`src/rtl/tod_bcd_chain.sv`:
```
`timescale 1ns/1ps
module tod_bcd_chain #(
  parameter int PRE_LO_MOD = 10,
  parameter int PRE_HI_MOD = 6
) (
  input  logic       clk,
  input  logic       rst,
  input  logic       tick_60hz,
  output logic [3:0] sec_ones,
  output logic [3:0] sec_tens,
  output logic [3:0] min_ones,
  output logic [3:0] min_tens,
  output logic [3:0] hr_ones,
  output logic [3:0] hr_tens,
  output logic       sec_pulse
);
  localparam int LW = (PRE_LO_MOD > 1) ? $clog2(PRE_LO_MOD) : 1;
  localparam int HW = (PRE_HI_MOD > 1) ? $clog2(PRE_HI_MOD) : 1;
  localparam logic [LW-1:0] LO_END = LW'(PRE_LO_MOD - 1);
  localparam logic [HW-1:0] HI_END = HW'(PRE_HI_MOD - 1);

  logic [LW-1:0] pre_lo;
  logic [HW-1:0] pre_hi;

  logic ce_pre_lo, ce_sec_lo, ce_sec, ce_min_lo, ce_min, ce_hr_lo, hr_wrap;

  assign ce_pre_lo = tick_60hz & (pre_lo == LO_END);
  assign sec_pulse = ce_pre_lo & (pre_hi == HI_END);
  assign ce_sec_lo = sec_pulse & (sec_ones == 4'd9);
  assign ce_sec    = ce_sec_lo & (sec_tens == 4'd5);
  assign ce_min_lo = ce_sec & (min_ones == 4'd9);
  assign ce_min    = ce_min_lo & (min_tens == 4'd5);
  assign ce_hr_lo  = ce_min & (hr_ones == 4'd9);
  assign hr_wrap   = ce_min & (hr_tens == 4'd2) & (hr_ones == 4'd3);

  always_ff @(posedge clk) begin
    if (rst) begin
      pre_lo <= '0;
      pre_hi <= '0;
    end else begin
      if (tick_60hz) pre_lo <= (pre_lo == LO_END) ? '0 : pre_lo + LW'(1);
      if (ce_pre_lo) pre_hi <= (pre_hi == HI_END) ? '0 : pre_hi + HW'(1);
    end
  end

  always_ff @(posedge clk) begin
    if (rst) begin
      sec_ones <= '0;
      sec_tens <= '0;
      min_ones <= '0;
      min_tens <= '0;
    end else begin
      if (sec_pulse) sec_ones <= (sec_ones == 4'd9) ? 4'd0 : sec_ones + 4'd1;
      if (ce_sec_lo) sec_tens <= (sec_tens == 4'd5) ? 4'd0 : sec_tens + 4'd1;
      if (ce_sec)    min_ones <= (min_ones == 4'd9) ? 4'd0 : min_ones + 4'd1;
      if (ce_min_lo) min_tens <= (min_tens == 4'd5) ? 4'd0 : min_tens + 4'd1;
    end
  end

  always_ff @(posedge clk) begin
    if (rst || hr_wrap) begin
      hr_ones <= '0;
      hr_tens <= '0;
    end else begin
      if (ce_min)   hr_ones <= (hr_ones == 4'd9) ? 4'd0 : hr_ones + 4'd1;
      if (ce_hr_lo) hr_tens <= hr_tens + 4'd1;
    end
  end
endmodule

```
`config.mk`:
```
export PLATFORM = sky130hd
export DESIGN_NAME = tod_bcd_chain
export DESIGN_NICKNAME = d
export VERILOG_FILES = /design/src/rtl/tod_bcd_chain.sv
export SDC_FILE = /design/constraint.sdc
export NUM_CORES = 1
export LEC_CHECK = 0
export BUFFER_PORTS_ARGS = -buffer_cell sky130_fd_sc_hd__buf_2
export CAP_MARGIN = 20
export CORE_MARGIN = 2
export CORE_UTILIZATION = 35
export DETAILED_ROUTE_END_ITERATION = 6
export PLACE_DENSITY = 0.6
export SYNTH_ARGS = -nofsm -noshare
export SYNTH_HDL_FRONTEND = slang
export SYNTH_SLANG_ARGS = --single-unit
export TNS_END_PERCENT = 100
```
`constraint.sdc`:
```
create_clock -name clk -period 2.3 [get_ports clk]
set_input_delay 0.46 -clock clk [delete_from_list [all_inputs] [get_ports clk]]
set_output_delay 0.46 -clock clk [all_outputs]
set_load 0.05 [all_outputs]
```
==> summary.md, run 1 <==
The worst setup skew after layout came out at 7.441 ps. The worst hold path begins at tick_60hz. The internal portion of the total power is 0.7837 mW. The multiplexer share of the synthesized area was 5.217%. The total number of yosys warnings is 0, and the count of final max-slew check failures is 0. The logs give 254 for the number of placed cells counting well taps and 1840 ps for the required time of the critical path. Port buffering added 27 buffers. The initial antenna violation count was 0; the power density over the cells was 541.7 nW/um^2. The flow ran to the end, and the final reports show no timing, DRC or antenna violations. Prior to clock tree synthesis, the placed netlist has a worst setup slack of 395.0 ps. The clock passes through at most 2 buffers. Setup repair after global routing left no endpoint under its margin. At the end of routability-driven placement, the weighted congestion stood at 0.7333. The detail route stage leaves a number of antenna-violating nets equal to 0. The pre-antenna-repair detailed-routing pass consisted of 4 iterations.

The share of total power dissipated in combinational logic is 2.4%. Wires add up to 3099 um. The final total negative setup slack is 0 ps, and the area fraction in and, or, nand and nor cells after synthesis is 32.89%. Highest fanout seen on the critical path: 6. The kind of start point of the critical path was a register. The flip-flop and latch count after synthesis was 31; the ratio of cells with drive above 1 in the final layout was 20.57%. For the number of clock buffers inserted by TritonCTS, the log shows 5. The detailed-placement wirelength estimate came out at 2192 um.

Across the run, the number of max-cap violations was 0. The number of top-level design ports came out at 28. The tools report the depth of the CTS H-tree as 2. The sink count of the clock tree is 31. Summed over all cells, the static leakage comes to 0.7461 nW. The number of nets in the synthesized netlist is 184. The number of cell instances on the worst register-to-register path is 5. TritonCTS built the clock tree.

The total via count in the routed design is 1312, and the average via count per standard cell is 5.027. Count of buffers added by post-CTS timing repair for setup: 0. After synthesis, the largest family of logic cells by area is simple AND/OR/NAND/NOR gates.

Final instance count without filler cells: 261. The first routing iteration left 77 violations. STA puts the critical path data arrival time at 1530 ps. The global-route congestion overflow total came out at 0.

For the row count, the log shows 24. The final standard cell utilization of the core is 42.36%, and the number of setup violations in the final report is 0. The worst path needs 1989 ps of the cycle, external delays included.

The longest individual stage delay on the worst path is 360 ps. After the last flow step, the layout net total stands at 214. For the post-route worst setup slack, the log shows 310.6 ps. The critical path in this run is classified as reg2out. Beginning of the worst register-to-register path: sec_ones[1]. The mapped netlist covers 1583 um^2. For this design, the slowest cell found on the critical path is dfxtp_1. The worst setup slack for register-to-register paths was 450 ps. The worst supply voltage drop on vdd is 0.0002972 V, and the synthesized area divided by synthesized cell count is 8.842 um^2.

For this design, the CTS-stage hold fixing added 0 buffers. After technology mapping, the gate count stands at 179. Main flop type after synthesis: dfxtp_1. The number of failing hold endpoints at the final stage came out at 0. Walking the worst path, the cells encountered are nand4b_1 -> nor4_4 -> buf_2. The number of antenna repair diodes is 0. The share of the clock period used by the worst path after layout came out at 86.50%. The die boundary height works out to 71.25 um. The share of power burned in the clock network is 42.9%, and the area share of fa/ha/maj cells after synthesis is 1.581%. Net switching power: 0.2154 mW.

The proportion of synthesized chip area in sequential cells was 39.21%. The first global-routing pass estimated 5423 um of wire. The x dimension of the die works out to 71.25 um.

Of the total synthesized cell area, the portion taken by XOR and XNOR cells is 5.534%. The hold path depth works out to 3. The async set-reset flop share out of synthesis came out at 0%.

The core region is 4354 um^2. The path with the worst hold slack has its endpoint at pre_lo[0]. For the pin with the worst max-slew slack, the measured transition is 489.2 ps.

The worst hold path class was in2reg. The pin count of the biggest net entering global routing was 24; the die area was 5076 um^2. Static timing analysis puts the maximum clock frequency at 502.7 MHz. For the number of instances resized during post-cts repair, the log shows 0. The largest delay contributor family on the critical path is simple AND/OR/NAND/NOR gates. Clock-pin slew was measured on the worst setup and hold paths at 70 ps. Summing the areas of all compound-gate instances in the mapped netlist gives 10.83% of the synthesized area.

Counting flops with a built-in enable in the synthesized netlist gives 0. The global router's overall resource usage is 13.35%. The area growth from synthesis to layout is 16.52%.

The fraction of power spent switching nets came out at 21.56%. Dividing the detail-routed wire length by the instance count gives 11.87 um. Yosys mapped the design onto 46 distinct sky130hd cell types.

The number of global-route vias before repair was 1193. STA classifies the critical path endpoint as an output port. Clock latency on the worst-skew pair, taken at its later pin, is 280 ps.

For this run, design rule violations remaining after detail routing come to 0. The run gives 0.9991 mW as the overall power consumption. After filler insertion, the fill cell instance count of the layout stands at 437. The endpoint identified for the worst register-to-register timing path is hr_ones[0].

The initial utilization of the core area, before any placement, comes to 36.35%. The cell sitting at the root of the clock tree is a clkbuf_8. The sum of buffers and inverters on the critical path was 1. The remaining max-slew budget at the tightest pin is 67.14%.

The run gives 54.7% as the sequential group share of total power.
cells by family after synthesis:
family / Yosys count
mux: 8
buf+inv: 13
fa+ha+maj: 2
xor+xnor: 10
compound gates: 27
simple gates: 88
flops: 31
area by class of cell:
type                            count  area, um^2  share of cell area [%]
Clock buffer                        6       82.58                   4.478
Multi-Input combinational cell    135       887.1                   48.10
Timing Repair Buffer               31       165.2                   8.955
Sequential cell                    31       620.6                   33.65
Inverter                            5       18.77                   1.018
Tap cell                           52       65.06                   3.528
Clock inverter                      1       5.005                  0.2714
registers in the layout, indices dropped and copies added (netlist names):
name	count
sec_ones	4
hr_tens	4
pre_hi	3
sec_tens	4
min_ones	4
hr_ones	4
min_tens	4
pre_lo	4
placed cells by master, fill, tap and decap left out, drive strengths merged, types with 2 or more instances in the layout:
| master | n |
|---|---|
| clkbuf | 6 |
| nor4bb | 2 |
| and3 | 2 |
| nor3 | 5 |
| nor2 | 22 |
| buf | 31 |
| and4b | 3 |
| nand2b | 2 |
| a21oi | 11 |
| a31o | 2 |
| nand3 | 5 |
| mux2 | 2 |
| a311oi | 2 |
| nor4 | 3 |
| nand4b | 3 |
| xnor2 | 7 |
| nor3b | 2 |
| nand3b | 3 |
| a31oi | 2 |
| or3 | 2 |
| nand2 | 13 |
| and2 | 3 |
| o21ai | 5 |
| ha | 2 |
| mux2i | 6 |
| dfxtp | 31 |
| inv | 5 |
| xor2 | 3 |
| or2 | 2 |
| nor2b | 9 |
| nand4 | 4 |
per-stage QoR:
step                      hold WS [ps]  area, um^2
after floorplan                  474.0        1583
after CTS                        479.4        1844
after global routing             491.0        1844
final                            487.0        1844
after global placement           487.2        1757
after detailed placement         501.1        1757
worst register-to-register path: stages (launching register included):
cell,delay (ps)
dfxtp_1,370
and4bb_1,350
and4_1,310
and2_1,290
nand3b_1,110
mux2_1,310
power by group through the flow:
stage               Combinational [mW]  Clock, mW  Sequential [mW]
global placement                0.0244          0            0.559
CTS                             0.0248      0.447            0.546
floorplan                       0.0229          0            0.555
finish                          0.0244      0.428            0.546
detailed placement              0.0246          0            0.558
global route                    0.0277      0.466            0.547
worst max-delay path by stage:
stage | startpoint | endpoint | slack [ps] | cells past startpoint
detailed placement | tick_60hz | hr_ones[0] | 400 | 6
CTS | pre_lo[2] | sec_pulse | 290 | 3
global placement | tick_60hz | hr_ones[0] | 400 | 6
floorplan | sec_tens[2] | hr_ones[2] | 240 | 7
finish | pre_lo[2] | sec_pulse | 310 | 3
global route | pre_lo[2] | sec_pulse | 200 | 3
synthesized netlist by cell type, types with 2 or more instances:
library cell | count | share of area [%]
a21oi_1 | 11 | 3.5
nor3_1 | 5 | 1.6
nor4bb_1 | 2 | 1.3
clkbuf_1 | 4 | 0.95
nand2b_1 | 2 | 0.79
and2_1 | 2 | 0.79
or3_1 | 2 | 0.79
nand2_1 | 13 | 3.1
o21ai_0 | 5 | 1.6
xnor2_1 | 7 | 3.9
mux2_1 | 2 | 1.4
nor4_1 | 2 | 0.79
mux2i_1 | 6 | 3.8
nand4_1 | 3 | 1.2
buf_6 | 3 | 2.1
nor2_1 | 22 | 5.2
inv_1 | 5 | 1.2
dfxtp_1 | 31 | 39
a311oi_1 | 2 | 1.1
nor3b_1 | 2 | 0.95
xor2_1 | 3 | 1.7
nor2b_1 | 9 | 3.6
ha_1 | 2 | 1.6
and4b_1 | 3 | 1.9
nand3b_1 | 3 | 1.4
nand3_1 | 5 | 1.6
nand4b_1 | 3 | 1.7
a31oi_1 | 2 | 0.79
per-layer routing:
metal,routed length [um],vias up,global-route usage [%]
met5,0,-,0
met3,88,2,3.797
met4,34,0,6.289
met1,1668,600,18.98
li1,-,691,-
met2,1309,19,18.62
No activity file was read; power rests on OpenSTA's default activity.
==> run 2: changes to the inputs <==
==> constraint.sdc (replaced) <==
create_clock -name clk -period 2.4 [get_ports clk]
set_input_delay 0.48 -clock clk [delete_from_list [all_inputs] [get_ports clk]]
set_output_delay 0.48 -clock clk [all_outputs]
set_load 0.05 [all_outputs]
==> run 2 against run 1 <==
Against the previous run:
- first-iteration DRC count is 21% lower
- final cell count fell by 1.1%
- critical endpoint unchanged
- combinational power down 4%
- flip-flop and latch count unchanged
- die area unchanged
- via count barely moved
- non-clock buffer count shrank 2
==> summary.md, run 2 (synthesis results as in run 1) <==
The x dimension of the die works out to 71.25 um (unchanged). The routed wire length is 3102 um (about the same), and the worst-case setup slack after placement is 345.8 ps (-49.24 ps). The average via count per standard cell works out to 5.089 (+1.2%).

The tools report the number of nets in the layout as 212 (-0.93%). The logs give 5 (unchanged) for the number of clock buffers inserted by TritonCTS and 28 (unchanged) for the number of top-level design ports. The run finished with clean final reports. The share of the clock period used by the worst path after layout was 89.44%; the final critical-path required period was 2147 ps. Kind of end point of the critical path: an output port.

The initial antenna violation count was 0 (unchanged). Depth of the CTS H-tree: 2 (unchanged). In the layout the commonest cells are dfxtp_1, buf_2, nor2_1. Maximum clock path buffer count: 2 (unchanged).

The class of the most critical setup path is reg2out. The highest fanout seen on the critical path was 6 (unchanged); the worst supply voltage drop on vdd was 0.0002536 V (-15%). For the core footprint, the log shows 4354 um^2 (unchanged).

The die area came out at 5076 um^2 (unchanged). The root buffer cell chosen for the clock tree is clkbuf_8. For this run, the top clock speed supported by timing is 465.9 MHz. The logs give 1162 (-2.6%) for the number of global-route vias before repair and 498.0 ps (+11.09 ps) for the worst hold slack. The die boundary height is 71.25 um (unchanged), and the hold-fix buffer count after cts is 0 (unchanged). The logs give 4 (unchanged) for the number of optimization iterations in the first detailed-route pass and 0 (unchanged) for the count of final max-slew check failures. The worst hold path class was reg2reg. The library cell used most frequently in the layout, excluding fill and tap cells, is dfxtp_1. The run gives 2189 um (-0.12%) as the detailed-placement wirelength estimate. Number of instances resized during post-cts repair: 0 (unchanged). TritonCTS built the clock tree. The run gives 61 (-21%) as the first-iteration detailed-routing DRC count. The kind of start point of the critical path is a register. The transition time at the pin with the least slew margin works out to 493.6 ps (+4.438 ps). Design area: 1814 um^2 (-1.6%). The final weighted congestion in routability-driven placement was 0.7018 (-4.3%).

The pin count of the biggest net entering global routing was 23 (-4.2%); the row count was 24 (unchanged). The run gives 0 (unchanged) as the antenna violation net count after detailed routing. The total of buffers placed on input and output ports is 27 (unchanged), and the average wire length per cell after detail routing is 12.02 um (+1.3%). The required time of the critical path came out at 1920 ps (+80 ps).

The total cell area at the placement stage was 1742 um^2 (-0.85%). The post-route worst setup slack came out at 253.5 ps (-57.07 ps). For the first-pass GRT wire length, the log shows 5147 um (-5.1%).

The reported leakage power was 0.7252 nW (-2.8%); the remaining max-slew budget at the tightest pin was 66.84% (-0.30 points). The run gives 0 (unchanged) as the global-route congestion overflow total. The count of max-cap constraint violations was 0 (unchanged). Worst-skew pair later-pin latency: 280 ps (about the same). The count of buffers added by post-CTS timing repair for setup is 0 (unchanged), and the worst setup skew after layout is 4.163 ps (-3.278 ps).

The count of fill cells added during filler insertion is 439 (+0.46%). The area growth from synthesis to layout is 14.62%. Starting density of the core: 36.35% (unchanged). The total via count in the routed design is 1313 (+0.076%).

The arrival time at the worst endpoint came out at 1670 ps (+140 ps). The ratio of cells with drive above 1 in the final layout works out to 18.93% (-1.6 points). The number of antenna repair diodes is 0 (unchanged), and the final routed DRC violation total is 0 (unchanged).

The global router's overall resource usage is 12.98% (-0.38 points), and the sink count of the clock tree is 31 (unchanged). For the number of failing hold endpoints at the final stage, the log shows 0 (unchanged). The power density over the cells is 509.9 nW/um^2 (-5.9%), and the final total negative setup slack is 0 ps (unchanged).

The clock-pin slew on the worst setup and hold paths is 60 ps (about the same), and the worst setup slack for register-to-register paths is 440 ps (about the same). Number of setup violations in the final report: 0 (unchanged). Setup repair after global routing left no endpoint under its margin.
## run 2: changes by cell type in the layout (fill, tap and decap cells not counted), sizes merged
cell,before,now
buf,31,29
clkinv,1,0
## run 2: power by group
group / leakage [nW] / switching (mW) / total (mW) / internal [mW]
Combinational: 0.438 / 0.0149 / 0.0235 / 0.00865
Clock: 0.0371 / 0.185 / 0.378 / 0.193
Sequential: 0.250 / 0.00615 / 0.524 / 0.518
Total: 0.725 / 0.206 / 0.925 / 0.719
## run 2: stage by stage
step / cells / util, % / power [mW]
2_1_floorplan: 179 / - / 0.5538
3_3_place_gp: 252 / 40.00 / 0.5587
3_5_place_dp: 252 / 40.00 / 0.5591
4_1_cts: 258 / 41.67 / 0.9349
5_1_grt: 258 / 41.67 / 0.9590
6_report: 258 / 41.67 / 0.9251
## run 2: worst max-delay path, stage by stage (launching register included)
cell and delay [ps]:
dfxtp_1 360, nand4b_1 290, nor4_4 400, buf_2 340
## run 2: path summary, 6_finish.rpt
path                                  start     endpoint  cells past startpoint
worst max-delay path              pre_lo[2]    sec_pulse                      3
worst min-delay path            sec_ones[3]  sec_ones[3]                      2
worst max register to register  sec_ones[1]   hr_ones[0]                      5
worst min register to register  sec_ones[3]  sec_ones[3]                      2
## run 2: layout make-up
class	count	area (um^2)	share of cell area (%)
tap	52	65.06	3.586
clock buffer	6	72.57	4.000
timing repair buffer	29	150.1	8.276
inverter	5	18.77	1.034
multi-input combinational	135	887.1	48.90
sequential	31	620.6	34.21
## run 2: routing by layer
layer	part of all wire, %	vias to the layer above	wire length, um	GRT usage, %
met3	4.2	5	129	4.501
li1	-	690	-	-
met5	0	-	0	0
met4	2.0	0	63	6.918
met2	42	24	1294	19.14
met1	52	594	1616	16.68
==> run 3: changes to the inputs <==
--- a/config.mk
+++ b/config.mk
@@ -5,13 +5,14 @@
 export SDC_FILE = /design/constraint.sdc
 export NUM_CORES = 1
 export LEC_CHECK = 0
+export ABC_CLOCK_PERIOD_IN_PS = 2400
 export BUFFER_PORTS_ARGS = -buffer_cell sky130_fd_sc_hd__buf_2
 export CAP_MARGIN = 20
 export CORE_MARGIN = 2
 export CORE_UTILIZATION = 35
 export DETAILED_ROUTE_END_ITERATION = 6
 export PLACE_DENSITY = 0.6
+export SETUP_SLACK_MARGIN = 0.5
 export SYNTH_ARGS = -nofsm -noshare
 export SYNTH_HDL_FRONTEND = slang
 export SYNTH_SLANG_ARGS = --single-unit
-export TNS_END_PERCENT = 100
==> run 3 against run 2 <==
Against the previous run:
- cell area up 5.7%
- via count down 0.23%
- first-iteration DRC count up 51%
- critical path depth up 3
- combinational power up 2%
- critical endpoint is now hr_ones[2]
==> summary.md, run 3 (synthesis results as in run 1) <==
The routed wire length is 3195 um (+3.0%). For the final weighted congestion in routability-driven placement, the log shows 0.7480 (+6.6%). The logs give 44.02% (+2.4 points) for the final standard cell utilization of the core and 0 (unchanged) for the initial antenna violation count.

Traced cell by cell, the critical path runs through nor4bb_4 -> and4_1 -> buf_4 -> and3_4 -> nand2_1 -> mux2_1. The sum of buffers and inverters on the critical path is 1 (unchanged). The count of max-cap constraint violations is 0 (unchanged), and the number of top-level design ports is 28 (unchanged). The kind of start point of the critical path is a register. The hold-fix buffer count after cts came out at 0 (unchanged). The largest individual stage delay along the critical path comes from the cell dfxtp_4.

The tools report the first-iteration detailed-routing DRC count as 92 (+51%). The share of the clock period used by the worst path after layout is 75.36% (-14 points), and the longest individual stage delay on the worst path is 380 ps (-20 ps). The total of buffers placed on input and output ports works out to 27 (unchanged). Count of fill cells added during filler insertion: 430 (-2.1%).

The final critical-path required period was 1809 ps (-337.9 ps); the fmax was 552.9 MHz (+19%). The number of nets in the layout is 215 (+1.4%). The number of clock buffers inserted by TritonCTS is 5 (unchanged).

The starting density of the core was 36.35% (unchanged). The clock-pin slew on the worst setup and hold paths is 80 ps (+20 ps), and the average wire length per cell after detail routing is 12.15 um (+1.0%). In the layout the commonest cells are buf_2, nor2_1, dfxtp_1. For the internal power component, the log shows 0.8345 mW (+16%).

Power density over the cells: 552.9 nW/um^2 (+8.4%). The maximum clock path buffer count came out at 2 (unchanged). The final total negative setup slack is 0 ps (unchanged), and the die area is 5076 um^2 (unchanged). TritonCTS built the clock tree. First-pass GRT wire length: 5457 um (+6.0%).

The number of global-route vias before repair is 1148 (-1.2%), and the net switching power is 0.2253 mW (+9.6%). The tools report the remaining max-slew budget at the tightest pin as 71.34% (+4.5 points). The run gives 24 (unchanged) as the row count. The worst setup skew after layout came out at 13.71 ps (+9.547 ps). Die boundary height: 71.25 um (unchanged). The number of setup violations in the final report is 0 (unchanged).

The design area is 1917 um^2 (+5.7%), and the number of placed cells counting well taps is 252 (unchanged). The arrival time at the worst endpoint came out at 1980 ps (+310 ps). The transition time at the pin with the least slew margin is 429.8 ps (-63.80 ps). The ratio of cells with drive above 1 in the final layout was 27.01% (+8.1 points); the total via count in the routed design was 1310 (-0.23%). The antenna violation net count after detailed routing is 0 (unchanged). Leaving out fill and tap cells, the most frequent cell in the layout is buf_2. The run finished with clean final reports.

The logs give 49.3% (-7.3 points) for the sequential group share of total power and 263 (+1.9%) for the final instance count without filler cells. The total cell area at the placement stage is 1749 um^2 (+0.43%). Compared with the post-synthesis result, the final layout area differs by 21.11%. The critical path is of the reg2reg type. The highest fanout seen on the critical path came out at 7 (+1). The tools report the final routed DRC violation total as 0 (unchanged).

Grouping stages by cell kind, the critical path spends the most delay in simple AND/OR/NAND/NOR gates. The kind of end point of the critical path is a register. The required time of the critical path was 2570 ps (+650 ps). For the count of final max-slew check failures, the log shows 0 (unchanged). The reported leakage power was 0.7639 nW (+5.3%).

The worst-skew pair later-pin latency is 290 ps (about the same), and the pin count of the biggest net entering global routing is 25 (+8.7%). The logs give 13.57% (+0.59 points) for the global router's overall resource usage and 31 (unchanged) for the sink count of the clock tree. Setup repair after global routing could not meet its margin everywhere. The core footprint came out at 4354 um^2 (unchanged).

The overall power consumption was 1.060 mW (+15%). The worst hold path belongs to the class reg2reg. The run gives 2171 um (-0.84%) as the detailed-placement wirelength estimate.

The depth of the CTS H-tree was 2 (unchanged); the worst supply voltage drop on vdd was 0.0003103 V (+22%). The share of power burned in the clock network is 48.4% (+7.6 points), and the fraction of power spent switching nets is 21.26% (-0.97 points). The number of antenna repair diodes was 0 (unchanged). Cell at the root of the clock tree: clkbuf_8. The number of optimization iterations in the first detailed-route pass came out at 4 (unchanged). The number of failing hold endpoints at the final stage is 0 (unchanged).

For the global-route congestion overflow total, the log shows 0 (unchanged). The combinational group share of total power was 2.3% (-0.2 points); the x dimension of the die was 71.25 um (unchanged). Average via count per standard cell: 4.981 (-2.1%).
-- run 3: changes by cell type in the layout (fill, tap and decap cells not counted), sizes merged --
cell / change
buf: +3
clkinv: +2
bufinv: +1
clkbuf: -1
-- run 3: layout make-up --
| cell class | instances | area (um^2) | area share (%) |
|---|---|---|---|
| Clock buffer | 5 | 68.82 | 3.590 |
| Clock inverter | 3 | 43.79 | 2.285 |
| Inverter | 5 | 18.77 | 0.9791 |
| Multi-Input combinational cell | 135 | 907.1 | 47.32 |
| Sequential cell | 31 | 634.4 | 33.09 |
| Tap cell | 52 | 65.06 | 3.394 |
| Timing Repair Buffer | 32 | 178.9 | 9.334 |
-- run 3: final timing paths --
| check | start | end | slack [ps] | depth (start not counted) |
|---|---|---|---|---|
| hold reg to reg | sec_ones[3] | sec_ones[3] | 490 | 2 |
| setup / recovery | sec_tens[2] | hr_ones[2] | 590 | 6 |
| setup reg to reg | sec_tens[2] | hr_ones[2] | 590 | 6 |
| hold / removal | sec_ones[3] | sec_ones[3] | 490 | 2 |
-- run 3: per-layer routing --
metal	up-vias	GRT usage (%)	wire length [um]
met3	5	3.376	141
li1	699	-	-
met2	25	19.03	1342
met5	-	0	0
met1	581	19.23	1650
met4	0	6.918	61
-- run 3: stage by stage --
step           setup WS (ps)  hold WS (ps)
3_3_place_gp           476.0         476.7
2_1_floorplan          465.4         474.0
4_1_cts                522.0         480.1
6_report               591.4         487.0
5_1_grt                479.8         513.7
3_5_place_dp           404.5         478.8
-- run 3: power by group through the flow --
stage	registers, mW	logic [mW]	clock network [mW]
3_5_place_dp	0.535	0.0236	0
3_3_place_gp	0.535	0.0233	0
4_1_cts	0.523	0.0244	0.531
5_1_grt	0.523	0.0278	0.550
2_1_floorplan	0.532	0.0220	0
6_report	0.523	0.0240	0.513
-- run 3: tightest hold or removal path, stage by stage (launching register included) --
cell	delay, ps
dfxtp_2	340
nand2_1	50
a21oi_1	50
-- run 3: repair_timing --
item / CTS / global route
pin swaps: 2 / 2
resized for setup: 4 / 6
setup endpoints to repair: 1 / 6
setup buffers: 3 / 0
